<file path="config.mk">
export PLATFORM = sky130hd
export DESIGN_NAME = fb_scan_addr
export DESIGN_NICKNAME = d
export VERILOG_FILES = /design/src/rtl/fbsa_pkg.sv /design/src/rtl/fbsa_pitch.sv /design/src/rtl/fbsa_origin.sv /design/src/rtl/fbsa_walker.sv /design/src/rtl/fbsa_ctrl.sv /design/src/rtl/fb_scan_addr.sv
export SDC_FILE = /design/constraint.sdc
export NUM_CORES = 2
export LEC_CHECK = 0
export BUFFER_PORTS_ARGS = -buffer_cell sky130_fd_sc_hd__buf_2
export CORE_MARGIN = 10
export CORE_UTILIZATION = 53
export DETAILED_ROUTE_END_ITERATION = 10
export GPL_ROUTABILITY_DRIVEN = 0
export PLACE_DENSITY = 0.7
export SYNTH_ARGS = -nofsm -noshare
export SYNTH_HDL_FRONTEND = slang
export SYNTH_HIERARCHICAL = 1
export SYNTH_SLANG_ARGS = --single-unit
</file>
<file path="constraint.sdc">
create_clock -name clk -period 22.4 [get_ports clk]
set_input_delay 0 -clock clk [delete_from_list [all_inputs] [get_ports clk]]
set_output_delay 0 -clock clk [all_outputs]
set_load 0.01 [all_outputs]
</file>
<file path="src/rtl/fbsa_pkg.sv">
package fbsa_pkg;

    typedef enum logic [1:0] {
        ST_IDLE  = 2'd0,
        ST_LOAD  = 2'd1,
        ST_SCAN  = 2'd2,
        ST_FAULT = 2'd3
    } fbsa_state_e;

    typedef enum logic [2:0] {
        DEPTH_1  = 3'd0,
        DEPTH_2  = 3'd1,
        DEPTH_4  = 3'd2,
        DEPTH_8  = 3'd3,
        DEPTH_16 = 3'd4
    } fbsa_depth_e;

endpackage

</file>
<file path="src/rtl/fbsa_pitch.sv">
module fbsa_pitch #(
    parameter int DIM_W     = 11,
    parameter int PITCH_W   = 16,
    parameter int ROT_LIMIT = 320
) (
    input  logic [DIM_W-1:0]   width,
    input  logic [DIM_W-1:0]   vtotal,
    input  logic [2:0]         depth,
    input  logic               gray,
    input  logic               rotate_req,
    output logic               rot_eff,
    output logic [PITCH_W-1:0] pitch
);
    import fbsa_pkg::*;

    localparam int TB_W = $clog2(PITCH_W) + 1;

    logic [PITCH_W-1:0] span;
    logic [PITCH_W-1:0] packed_b;
    logic [PITCH_W-1:0] rounded;
    logic [TB_W-1:0]    top_bit;
    logic               is_pow2;

    assign rot_eff = rotate_req && (int'(width) <= ROT_LIMIT);
    assign span    = PITCH_W'(rot_eff ? vtotal : width);

    // bytes per line from pixel count, depth code and packing
    always_comb begin
        unique case (depth)
            DEPTH_1: packed_b = gray ? (span >> 3) : span;
            DEPTH_2: packed_b = gray ? (span >> 2) : span;
            DEPTH_4: packed_b = gray ? (span >> 1) : span;
            DEPTH_8: packed_b = span;
            default: packed_b = span << 1;
        endcase
    end

    // highest set bit, for rounding up to a power of two
    always_comb begin
        top_bit = '0;
        for (int i = 0; i < PITCH_W; i++) begin
            if (packed_b[i]) top_bit = TB_W'(i);
        end
    end

    assign is_pow2 = ($countones(packed_b) <= 1);
    assign rounded = is_pow2 ? packed_b : (PITCH_W'(1) << (top_bit + TB_W'(1)));
    assign pitch   = rot_eff ? rounded : packed_b;

endmodule

</file>
<file path="src/rtl/fbsa_origin.sv">
module fbsa_origin #(
    parameter int ADDR_W     = 32,
    parameter int DIM_W      = 11,
    parameter int PITCH_W    = 16,
    parameter int ALIGN_BITS = 9,
    parameter int MAX_BYTES  = 2097152
) (
    input  logic [ADDR_W-1:0]  base,
    input  logic [DIM_W-1:0]   width,
    input  logic [DIM_W-1:0]   height,
    input  logic [PITCH_W-1:0] pitch,
    input  logic               rot,
    input  logic               dual,
    output logic [ADDR_W-1:0]  start_up,
    output logic [ADDR_W-1:0]  start_lo,
    output logic               misalign,
    output logic               oversize
);
    localparam int PROD_W = PITCH_W + DIM_W;
    localparam logic [PROD_W:0] LIMIT = (PROD_W + 1)'(MAX_BYTES);

    logic [DIM_W-1:0]  lines;
    logic [PROD_W-1:0] last_off;
    logic [PROD_W-1:0] half_off;
    logic [PROD_W-1:0] frame_bytes;

    // lines in the buffer: columns become lines when rotated
    assign lines       = rot ? width : height;
    assign last_off    = PROD_W'(pitch) * PROD_W'(width - DIM_W'(1));
    assign half_off    = PROD_W'(pitch) * PROD_W'(lines >> 1);
    assign frame_bytes = PROD_W'(pitch) * PROD_W'(lines);

    assign start_up = base + (rot ? ADDR_W'(last_off) : '0);
    assign start_lo = dual ? (start_up + ADDR_W'(half_off)) : '0;
    assign misalign = |base[ALIGN_BITS-1:0];
    assign oversize = {1'b0, frame_bytes} > LIMIT;

endmodule

</file>
<file path="src/rtl/fbsa_walker.sv">
module fbsa_walker #(
    parameter int ADDR_W     = 32,
    parameter int PITCH_W    = 16,
    parameter int STEP_BYTES = 4
) (
    input  logic               clk,
    input  logic               rst_n,
    input  logic               load,
    input  logic [ADDR_W-1:0]  origin,
    input  logic               advance_line,
    input  logic               advance_fetch,
    input  logic               reverse,
    input  logic [PITCH_W-1:0] pitch,
    output logic [ADDR_W-1:0]  addr
);
    localparam logic [ADDR_W-1:0] STEP = ADDR_W'(STEP_BYTES);

    logic [ADDR_W-1:0] line_ptr;
    logic [ADDR_W-1:0] line_inc;
    logic [ADDR_W-1:0] pitch_w;

    assign pitch_w  = ADDR_W'(pitch);
    assign line_inc = reverse ? STEP : pitch_w;

    always_ff @(posedge clk or negedge rst_n) begin
        if (!rst_n) begin
            line_ptr <= '0;
            addr     <= '0;
        end else if (load) begin
            line_ptr <= origin;
            addr     <= origin;
        end else if (advance_line) begin
            line_ptr <= line_ptr + line_inc;
            addr     <= line_ptr + line_inc;
        end else if (advance_fetch) begin
            addr     <= reverse ? (addr - pitch_w) : (addr + STEP);
        end
    end

    // a load places the origin on the output at the next edge
    a_r12_load_origin: assert property (@(posedge clk) disable iff (!rst_n)
        load |=> addr == $past(origin));

    // with no strobe the address holds
    a_r9_hold_idle: assert property (@(posedge clk) disable iff (!rst_n)
        (!load && !advance_line && !advance_fetch) |=> $stable(addr));

    // normal fetch moves forward by the fetch width
    a_r9_fetch_fwd: assert property (@(posedge clk) disable iff (!rst_n)
        (!load && !advance_line && advance_fetch && !reverse)
        |=> addr == $past(addr) + STEP);

endmodule

</file>
<file path="src/rtl/fbsa_ctrl.sv">
module fbsa_ctrl (
    input  logic clk,
    input  logic rst_n,
    input  logic frame_start,
    input  logic cfg_fault,
    output logic walk_load,
    output logic scanning,
    output logic faulted
);
    import fbsa_pkg::*;

    fbsa_state_e state;
    fbsa_state_e state_nx;

    always_ff @(posedge clk or negedge rst_n) begin
        if (!rst_n) state <= ST_IDLE;
        else        state <= state_nx;
    end

    always_comb begin
        state_nx = state;
        unique case (state)
            ST_IDLE:  if (frame_start) state_nx = ST_LOAD;
            ST_LOAD:  begin
                if (frame_start)    state_nx = ST_LOAD;
                else if (cfg_fault) state_nx = ST_FAULT;
                else                state_nx = ST_SCAN;
            end
            ST_SCAN:  if (frame_start) state_nx = ST_LOAD;
            ST_FAULT: if (frame_start) state_nx = ST_LOAD;
            default:  state_nx = ST_IDLE;
        endcase
    end

    always_comb begin
        walk_load = (state == ST_LOAD);
        scanning  = (state == ST_SCAN);
        faulted   = (state == ST_FAULT);
    end

    // a rejected configuration ends in the fault state
    a_r7_fault_entry: assert property (@(posedge clk) disable iff (!rst_n)
        (state == ST_LOAD && !frame_start && cfg_fault) |=> state == ST_FAULT);

    // frame start always leads to the load state
    a_r11_frame_to_load: assert property (@(posedge clk) disable iff (!rst_n)
        frame_start |=> state == ST_LOAD);

endmodule

</file>
<file path="src/rtl/fb_scan_addr.sv">
module fb_scan_addr #(
    parameter int ADDR_W     = 32,
    parameter int DIM_W      = 11,
    parameter int PITCH_W    = 16,
    parameter int ROT_LIMIT  = 320,
    parameter int ALIGN_BITS = 9,
    parameter int MAX_BYTES  = 2097152,
    parameter int STEP_BYTES = 4
) (
    input  logic               clk,
    input  logic               rst_n,
    input  logic [ADDR_W-1:0]  cfg_base,
    input  logic [DIM_W-1:0]   cfg_width,
    input  logic [DIM_W-1:0]   cfg_height,
    input  logic [DIM_W-1:0]   cfg_vtotal,
    input  logic [2:0]         cfg_depth,
    input  logic               cfg_gray,
    input  logic               cfg_rotate,
    input  logic               cfg_dual,
    input  logic               frame_start,
    input  logic               line_start,
    input  logic               fetch_step,
    output logic [ADDR_W-1:0]  upper_addr,
    output logic [ADDR_W-1:0]  lower_addr,
    output logic               addr_valid,
    output logic [PITCH_W-1:0] line_pitch,
    output logic               rot_active,
    output logic               err_misalign,
    output logic               err_oversize
);
    // configuration sampled on frame start
    logic [ADDR_W-1:0] base_q;
    logic [DIM_W-1:0]  width_q, height_q, vtotal_q;
    logic [2:0]        depth_q;
    logic              gray_q, rotate_q, dual_q;

    always_ff @(posedge clk or negedge rst_n) begin
        if (!rst_n) begin
            base_q   <= '0;
            width_q  <= '0;
            height_q <= '0;
            vtotal_q <= '0;
            depth_q  <= '0;
            gray_q   <= 1'b0;
            rotate_q <= 1'b0;
            dual_q   <= 1'b0;
        end else if (frame_start) begin
            base_q   <= cfg_base;
            width_q  <= cfg_width;
            height_q <= cfg_height;
            vtotal_q <= cfg_vtotal;
            depth_q  <= cfg_depth;
            gray_q   <= cfg_gray;
            rotate_q <= cfg_rotate;
            dual_q   <= cfg_dual;
        end
    end

    logic               rot_eff;
    logic [PITCH_W-1:0] pitch;
    logic [ADDR_W-1:0]  start_up, start_lo;
    logic               misalign, oversize;
    logic               walk_load, scanning, faulted;
    logic               adv_line, adv_fetch;
    logic [ADDR_W-1:0]  up_addr, lo_addr;

    fbsa_pitch #(
        .DIM_W(DIM_W), .PITCH_W(PITCH_W), .ROT_LIMIT(ROT_LIMIT)
    ) u_pitch (
        .width(width_q), .vtotal(vtotal_q), .depth(depth_q), .gray(gray_q),
        .rotate_req(rotate_q), .rot_eff(rot_eff), .pitch(pitch)
    );

    fbsa_origin #(
        .ADDR_W(ADDR_W), .DIM_W(DIM_W), .PITCH_W(PITCH_W),
        .ALIGN_BITS(ALIGN_BITS), .MAX_BYTES(MAX_BYTES)
    ) u_origin (
        .base(base_q), .width(width_q), .height(height_q), .pitch(pitch),
        .rot(rot_eff), .dual(dual_q), .start_up(start_up), .start_lo(start_lo),
        .misalign(misalign), .oversize(oversize)
    );

    fbsa_ctrl u_ctrl (
        .clk(clk), .rst_n(rst_n), .frame_start(frame_start),
        .cfg_fault(misalign | oversize), .walk_load(walk_load),
        .scanning(scanning), .faulted(faulted)
    );

    // frame start outranks line start, which outranks fetch step
    assign adv_line  = scanning && !frame_start && line_start;
    assign adv_fetch = scanning && !frame_start && fetch_step;

    fbsa_walker #(
        .ADDR_W(ADDR_W), .PITCH_W(PITCH_W), .STEP_BYTES(STEP_BYTES)
    ) u_walk_up (
        .clk(clk), .rst_n(rst_n), .load(walk_load), .origin(start_up),
        .advance_line(adv_line), .advance_fetch(adv_fetch),
        .reverse(rot_eff), .pitch(pitch), .addr(up_addr)
    );

    fbsa_walker #(
        .ADDR_W(ADDR_W), .PITCH_W(PITCH_W), .STEP_BYTES(STEP_BYTES)
    ) u_walk_lo (
        .clk(clk), .rst_n(rst_n), .load(walk_load), .origin(start_lo),
        .advance_line(adv_line), .advance_fetch(adv_fetch),
        .reverse(rot_eff), .pitch(pitch), .addr(lo_addr)
    );

    always_comb begin
        addr_valid   = scanning;
        upper_addr   = scanning ? up_addr : '0;
        lower_addr   = (scanning && dual_q) ? lo_addr : '0;
        line_pitch   = scanning ? pitch : '0;
        rot_active   = scanning && rot_eff;
        err_misalign = faulted && misalign;
        err_oversize = faulted && oversize;
    end

    // no address is valid while a fault is reported
    a_r7_no_valid_on_fault: assert property (@(posedge clk) disable iff (!rst_n)
        (err_misalign || err_oversize) |-> !addr_valid);

    // a rotated scan always uses a power-of-two pitch
    a_r3_pitch_pow2: assert property (@(posedge clk) disable iff (!rst_n)
        rot_active |-> $countones(line_pitch) == 1);

    // a frame start removes validity at the next edge
    a_r11_frame_drops_valid: assert property (@(posedge clk) disable iff (!rst_n)
        frame_start |=> !addr_valid);

    // rotated fetch moves back by one pitch
    a_r10_fetch_back: assert property (@(posedge clk) disable iff (!rst_n)
        (rot_active && fetch_step && !line_start && !frame_start)
        |=> upper_addr == $past(upper_addr) - ADDR_W'($past(line_pitch)));

    // rotation never in effect on a wide line
    a_r4_wide_no_rot: assert property (@(posedge clk) disable iff (!rst_n)
        (addr_valid && int'(width_q) > ROT_LIMIT) |-> !rot_active);

endmodule

</file>
Yosys cells after proc, flatten, opt, wreduce, memory -nomap -nowiden
Cells that the tools add are included.

Flip-flop bits (word level): 201. Input port bits: 76.

Add/sub/neg operators: 25. $mul: 3. $lt $le $gt $ge: 3. Equal/unequal tests: 7. Shift-type cells: 1. Muxes and demuxes: 45. Bitwise gates (word level): 1. Reduce and logical (&&, ||, !) cells: 15.

Operators by type and width (count): $mux W32 (15); $add A32 B32 Y32 (10); $mux W16 (7); $add A32 B3 Y32 const B (2); $pmux W16 S4 (1); $sub A32 B16 Y32 (2); $add A32 B27 Y32 (1); $le A32 B2 Y1 const B (1); $mux W4 (8); $gt A27 B22 Y1 const B (1); $mul A16 B11 Y27 (1); $mul A16 B27 Y27 (1); $mux W27 (1); $mul A16 B10 Y26 (1); $mux W11 (2); $add A1 B1 Y2 (8); $shl A1 B5 Y16 const A (1); $mux W3 (4); $sub A11 B1 Y12 const B (1); $le A11 B9 Y1 const B (1); $reduce_or A9 Y1 (1); $logic_and A1 B1 Y1 (8); $mux W2 (4); $eq A3 B2 Y1 const B (2); other kinds (14) (16).

Depth between registers and ports, before layout
Word-level depth: 30. Mapped depth: 73.

Hierarchy
The synthesis kept the hierarchy.

Modules (own cells, without submodules): fbsa_origin (times used 1, cells each 2081, area each 16953.8 um^2); fbsa_walker (times used 2, cells each 753, area each 5978.2 um^2); fb_scan_addr (times used 1, cells each 248, area each 3575.9 um^2); fbsa_pitch (times used 1, cells each 232, area each 1652.8 um^2); fbsa_ctrl (times used 1, cells each 9, area each 91.3 um^2).

Least setup slack after synthesis
OpenSTA, ideal clock, no wires.

Kind: register to register. Start: reg width_q[7]. End: reg u_walk_lo.addr[29]. Library setup time: 0.126 ns. Arrival time: 16.231 ns. Data required time: 22.274 ns. Path slack: 6.043 ns. Cell stages (with the launch flop): 69. Buffers on the path: 3. Clock period less this slack: 16.357 ns. Cell sequence: dfrtp_1 -> buf_6 -> nor4b_2 -> a21oi_1 -> buf_2 -> nor2_2 -> mux2i_1 -> and2_1 -> a211oi_1 -> fa_1 -> inv_1 -> fa_1 -> fa_1 -> fa_1 -> inv_1 -> ha_1 -> inv_1 -> fa_1 -> [33 not listed] -> ha_1 -> inv_1 -> fa_1 -> fa_1 -> inv_1 -> ha_1 -> nand3_1 -> a21oi_1 -> a311o_1 -> a21oi_1 -> o41ai_1 -> o41a_1 -> a211o_1 -> a21oi_1 -> nor3b_1 -> and2_1 -> o31a_1 -> o32a_1.

Longest elaborated chain between the ends: 30.

RTL lines: start, declared (RTL line fb_scan_addr.sv:33) `logic [DIM_W-1:0] width_q, height_q, vtotal_q;`; start signal, assigned (RTL line fb_scan_addr.sv:49) `width_q <= cfg_width;`; $le A11 B9 Y1 * (RTL line fbsa_pitch.sv:24) `assign rot_eff = rotate_req && (int'(width) <= ROT_LIMIT);`; $logic_and A1 B1 Y1 * (RTL line fbsa_pitch.sv:24); named net rot_eff (RTL line fb_scan_addr.sv:59) `logic rot_eff;`; branches (longest 21 deep; another with $add A32 B32 Y32); $mux W16 * (RTL line fbsa_pitch.sv:48) `assign pitch = rot_eff ? rounded : packed_b;`; named net pitch[5] (RTL line fb_scan_addr.sv:60) `logic [PITCH_W-1:0] pitch;`; $mul A16 B27 Y27 * (RTL line fbsa_origin.sv:29) `assign last_off = PROD_W'(pitch) * PROD_W'(width - DIM_W'(1));`; $mux W27 * (RTL line fbsa_origin.sv:33) `assign start_up = base + (rot ? ADDR_W'(last_off) : '0);`; $add A32 B32 Y32 * (RTL line fbsa_origin.sv:33); named net start_up[18] (RTL line fb_scan_addr.sv:61) `logic [ADDR_W-1:0] start_up, start_lo;`; $add A32 B27 Y32 * (RTL line fbsa_origin.sv:34) `assign start_lo = dual ? (start_up + ADDR_W'(half_off)) : '0;`; $mux W32 * (RTL line fbsa_origin.sv:34); named net start_lo[29] (RTL line fb_scan_addr.sv:61); $mux W32 * (RTL line fbsa_walker.sv:29) `end else if (load) begin`; end signal, assigned (RTL line fbsa_walker.sv:31) `addr <= origin;`; end signal, assigned (RTL line fbsa_walker.sv:34) `addr <= line_ptr + line_inc;`; end signal, assigned (RTL line fbsa_walker.sv:36) `addr <= reverse ? (addr - pitch_w) : (addr + STEP);`; end, declared (RTL line fbsa_walker.sv:14) `output logic [ADDR_W-1:0] addr`.

Mark *: on every way through the listed nets, which the timed path passes. The select of a mux whose other input is x is not followed. A chain may end at the register's enable or synchronous reset.

Worst setup path after layout
Ends and elaborated chain as after synthesis.

==> results.yml <==
logic_synthesis:
  yosysSeqAreaShare: 0.147
  syn_inst: 4076
  ys.warnings.count: 6
  postSynth.asyncResetShare: 1.00
  synth_area_per_cell_um2: 8.40
  synth_top_area_share: 0.194
  synth-edff-count: 0
  synth_area_mm2: 0.0342
  yosysUniqueCellTypes: 126
  yosys-top-cells-area: "fa_1 19%, dfrtp_1 15%, ha_1 10%, inv_1 6.4%, nand2_1 4.8%"
  ys.flop_type: "dfrtp_1"
  synth-seq-cells: 201
  yosysTopAreaCell: "fa_1"
sta:
  fmax_mhz: 54.0
  hold_viol: 0
  setup_viol: 0
  setup_slack_ns: 3.89
  worst_slew_pin_slew_ns: 1.15
  setup_tns_ns: 0
  fin_crit_sh: 0.827
  slew_violations: 0
  min_period_ns: 18.51
  rsz0062_at_grt: "false"
  skew_ns: 0.0376
  relSlewSlack: 0.232
cts:
  cts_buffers: 26
  root_buffer: "clkbuf_16"
  clkSinkCount: 201
  clk_latency_ns: 0.59
  clkSlewWorstSetupHoldPaths_ns: 0.07
  cts_max_path_buffers: 3
  tritoncts: "built"
  htreeDepth: 1
  cts_setup_buffers: 0
worst_setup_path:
  crit_fanout: 56
  critPathCaptureType: "flop"
  path_common_cell: "fa_1"
  crit_path_start_kind: "flop"
  rrSetupSlack_ns: 3.89
  critPathTopFamily: "adder cells"
  crit_path_max_incr_delay_ns: 0.86
  worst-endpoint-required_ns: 22.86
  timing.rr.end: "u_walk_lo/addr[29]"
  rr_startpoint: "width_q[7]"
  path_class: "flop to flop"
  cp-startpoint: "width_q[7]"
  arrival_ns: 18.98
  worstPathBufferInverterCount: 10
  slowest_stage: "a21oi_1"
  r2r_cells: 64
floorplanning:
  initial_utilization: 0.533
  coreArea_mm2: 0.0642
  row_count: 93
  die-area_mm2: 0.0752
  die_w_um: 274
  io_pins: 160
  die_h_um: 274
min_path:
  hp-start: "cfg_base[9]"
  hold_path_class: "input pin to flop"
  min_to: "base_q[9]"
  hold_depth: 3
placed_design:
  place_area_mm2: 0.0356
  portBuffers: 156
  dpl_worst_slack_ns: 4.17
  hpwl_mm: 79.8
global_routing:
  grt_max_degree: 85
  overflow: 0
  grt_pass1_wl_mm: 168
  track_usage: 0.279
  antenna_found_initial: 5
  grt_pass1_vias: 30095
route:
  drt_iter0_markers: 3673
  viasPerCell: 6.04
  vias: 30793
  ant_nets: 0
  drt_wl_total_mm: 107
  dr.pass1.iters: 8
  wire_per_inst_um: 20.9
  drc: 0
finish:
  area_growth_pct: 9.50
  final_area_mm2: 0.0375
  drive_above_1_share: 0.105
  final_net_count: 4918
flow_run:
  drv_cap: 0
run_status:
  status: "completed"
==> timing repair <==
| item | 4_1_cts | 5_1_grt |
|---|---|---|
| endpoints found under the hold margin | 140 | 0 |
| gates resized for setup | 0 | 0 |
| hold buffers | 92 | 0 |
==> metal layers <==
metal	wire [um]	global-route usage
met2	48100	0.446
met3	9350	0.0427
met4	4890	0.120
met5	9	0
met1	44400	0.372
==> flip-flops by register name, summed over array words and instances, names as in the netlist <==
register	cells
u_walk_lo/line_ptr	32
width_q	11
depth_q	3
gray_q	1
rotate_q	1
base_q	32
u_ctrl/state	2
u_walk_up/addr	32
u_walk_lo/addr	32
height_q	11
u_walk_up/line_ptr	32
dual_q	1
vtotal_q	11
==> cells in the final DEF, fill, tap and decap left out, types with 61 or more instances in the layout <==
master / netlist / layout
mux2_4: 68 / 68
nand2b_1: 61 / 61
nand3_1: 82 / 82
a21oi_1: 218 / 218
xor2_1: 96 / 93
inv_1: 583 / 583
and2_1: 177 / 177
dfrtp_1: 201 / 201
buf_2: 12 / 154
and3_1: 82 / 82
xnor2_1: 89 / 86
fa_1: 331 / 331
nand2_1: 434 / 434
ha_1: 287 / 287
o21ai_0: 134 / 133
nor2_1: 242 / 239
nor2b_1: 66 / 65
dlygate4sd3_1: 0 / 91
==> worst reg2reg max path, delay by kind of cell, from the launching register on <==
family | cells | cell delay, ns
xor gates and xnor gates | 2 | 0.71
AOI/OAI and AO/OA | 23 | 6.40
and+or+nand+nor | 11 | 1.69
adders and majority gates | 17 | 7.52
buffers and inverters | 10 | 1.19
muxes | 1 | 0.26
DFF | 1 | 0.68
==> cell usage after synthesis, types with 15 or more instances <==
master    instances
nor3_1           43
fa_1            331
a32oi_1          16
nor4_1           16
and3_1           82
a31oi_1          32
nand4_1          39
mux2_4           68
a21oi_1         218
ha_1            287
o21bai_1         22
clkbuf_1        117
dfrtp_1         201
or2_2            30
mux2i_1          25
nand2_1         434
o211ai_1         27
xor2_1           96
nor2b_1          66
o21a_1           35
and2_1          177
a21o_1           53
o21ai_0         134
nand2b_1         61
o31ai_1          15
or3_1            29
a211oi_1         29
xnor2_1          89
a222oi_1         15
inv_1           583
nor2_1          242
nand3_1          82
==> how the worst max path moves through the flow <==
stage | end | depth (start not counted)
after floorplan | u_walk_lo/addr[29] | 68
after detailed placement | u_walk_lo/addr[29] | 62
after global routing | u_walk_lo/addr[29] | 63
final | u_walk_lo/addr[29] | 64
after CTS | u_walk_lo/addr[29] | 63
after global placement | u_walk_lo/addr[29] | 63
==> area by class of cell <==
class                   count  area [um2]
inverters                 585        2200
repair buffers            286        2020
multi-input cells        3124       26200
diodes                      2        5.00
fillers                  5770       26700
flip-flops and latches    201        5030
well taps                 855        1070
clock inverters            12         199
clock buffers              33         727
==> logic make-up after synthesis <==
| kind of cell | Yosys count | synth area share |
|---|---|---|
| compound gates | 826 | 0.168 |
| simple gates | 1386 | 0.207 |
| mux | 106 | 0.0415 |
| other cells | 1 | 0.000110 |
| buf+inv | 753 | 0.0907 |
| fa+ha+maj | 618 | 0.298 |
| xor+xnor | 185 | 0.0473 |
| flops | 201 | 0.147 |
==> metrics by stage <==
step,hold WS (ns),utilization,instances
2_1_floorplan,-0.296,-,4078
3_3_place_gp,0.00925,0.554,4959
3_5_place_dp,0.0116,0.554,4959
4_1_cts,0.180,0.583,5096
5_1_grt,0.209,0.584,5097
6_report,0.201,0.584,5098
Power is left out: the tool's default activity adds up to more than one toggle a clock period on the data nets, which glitch-free logic cannot reach.
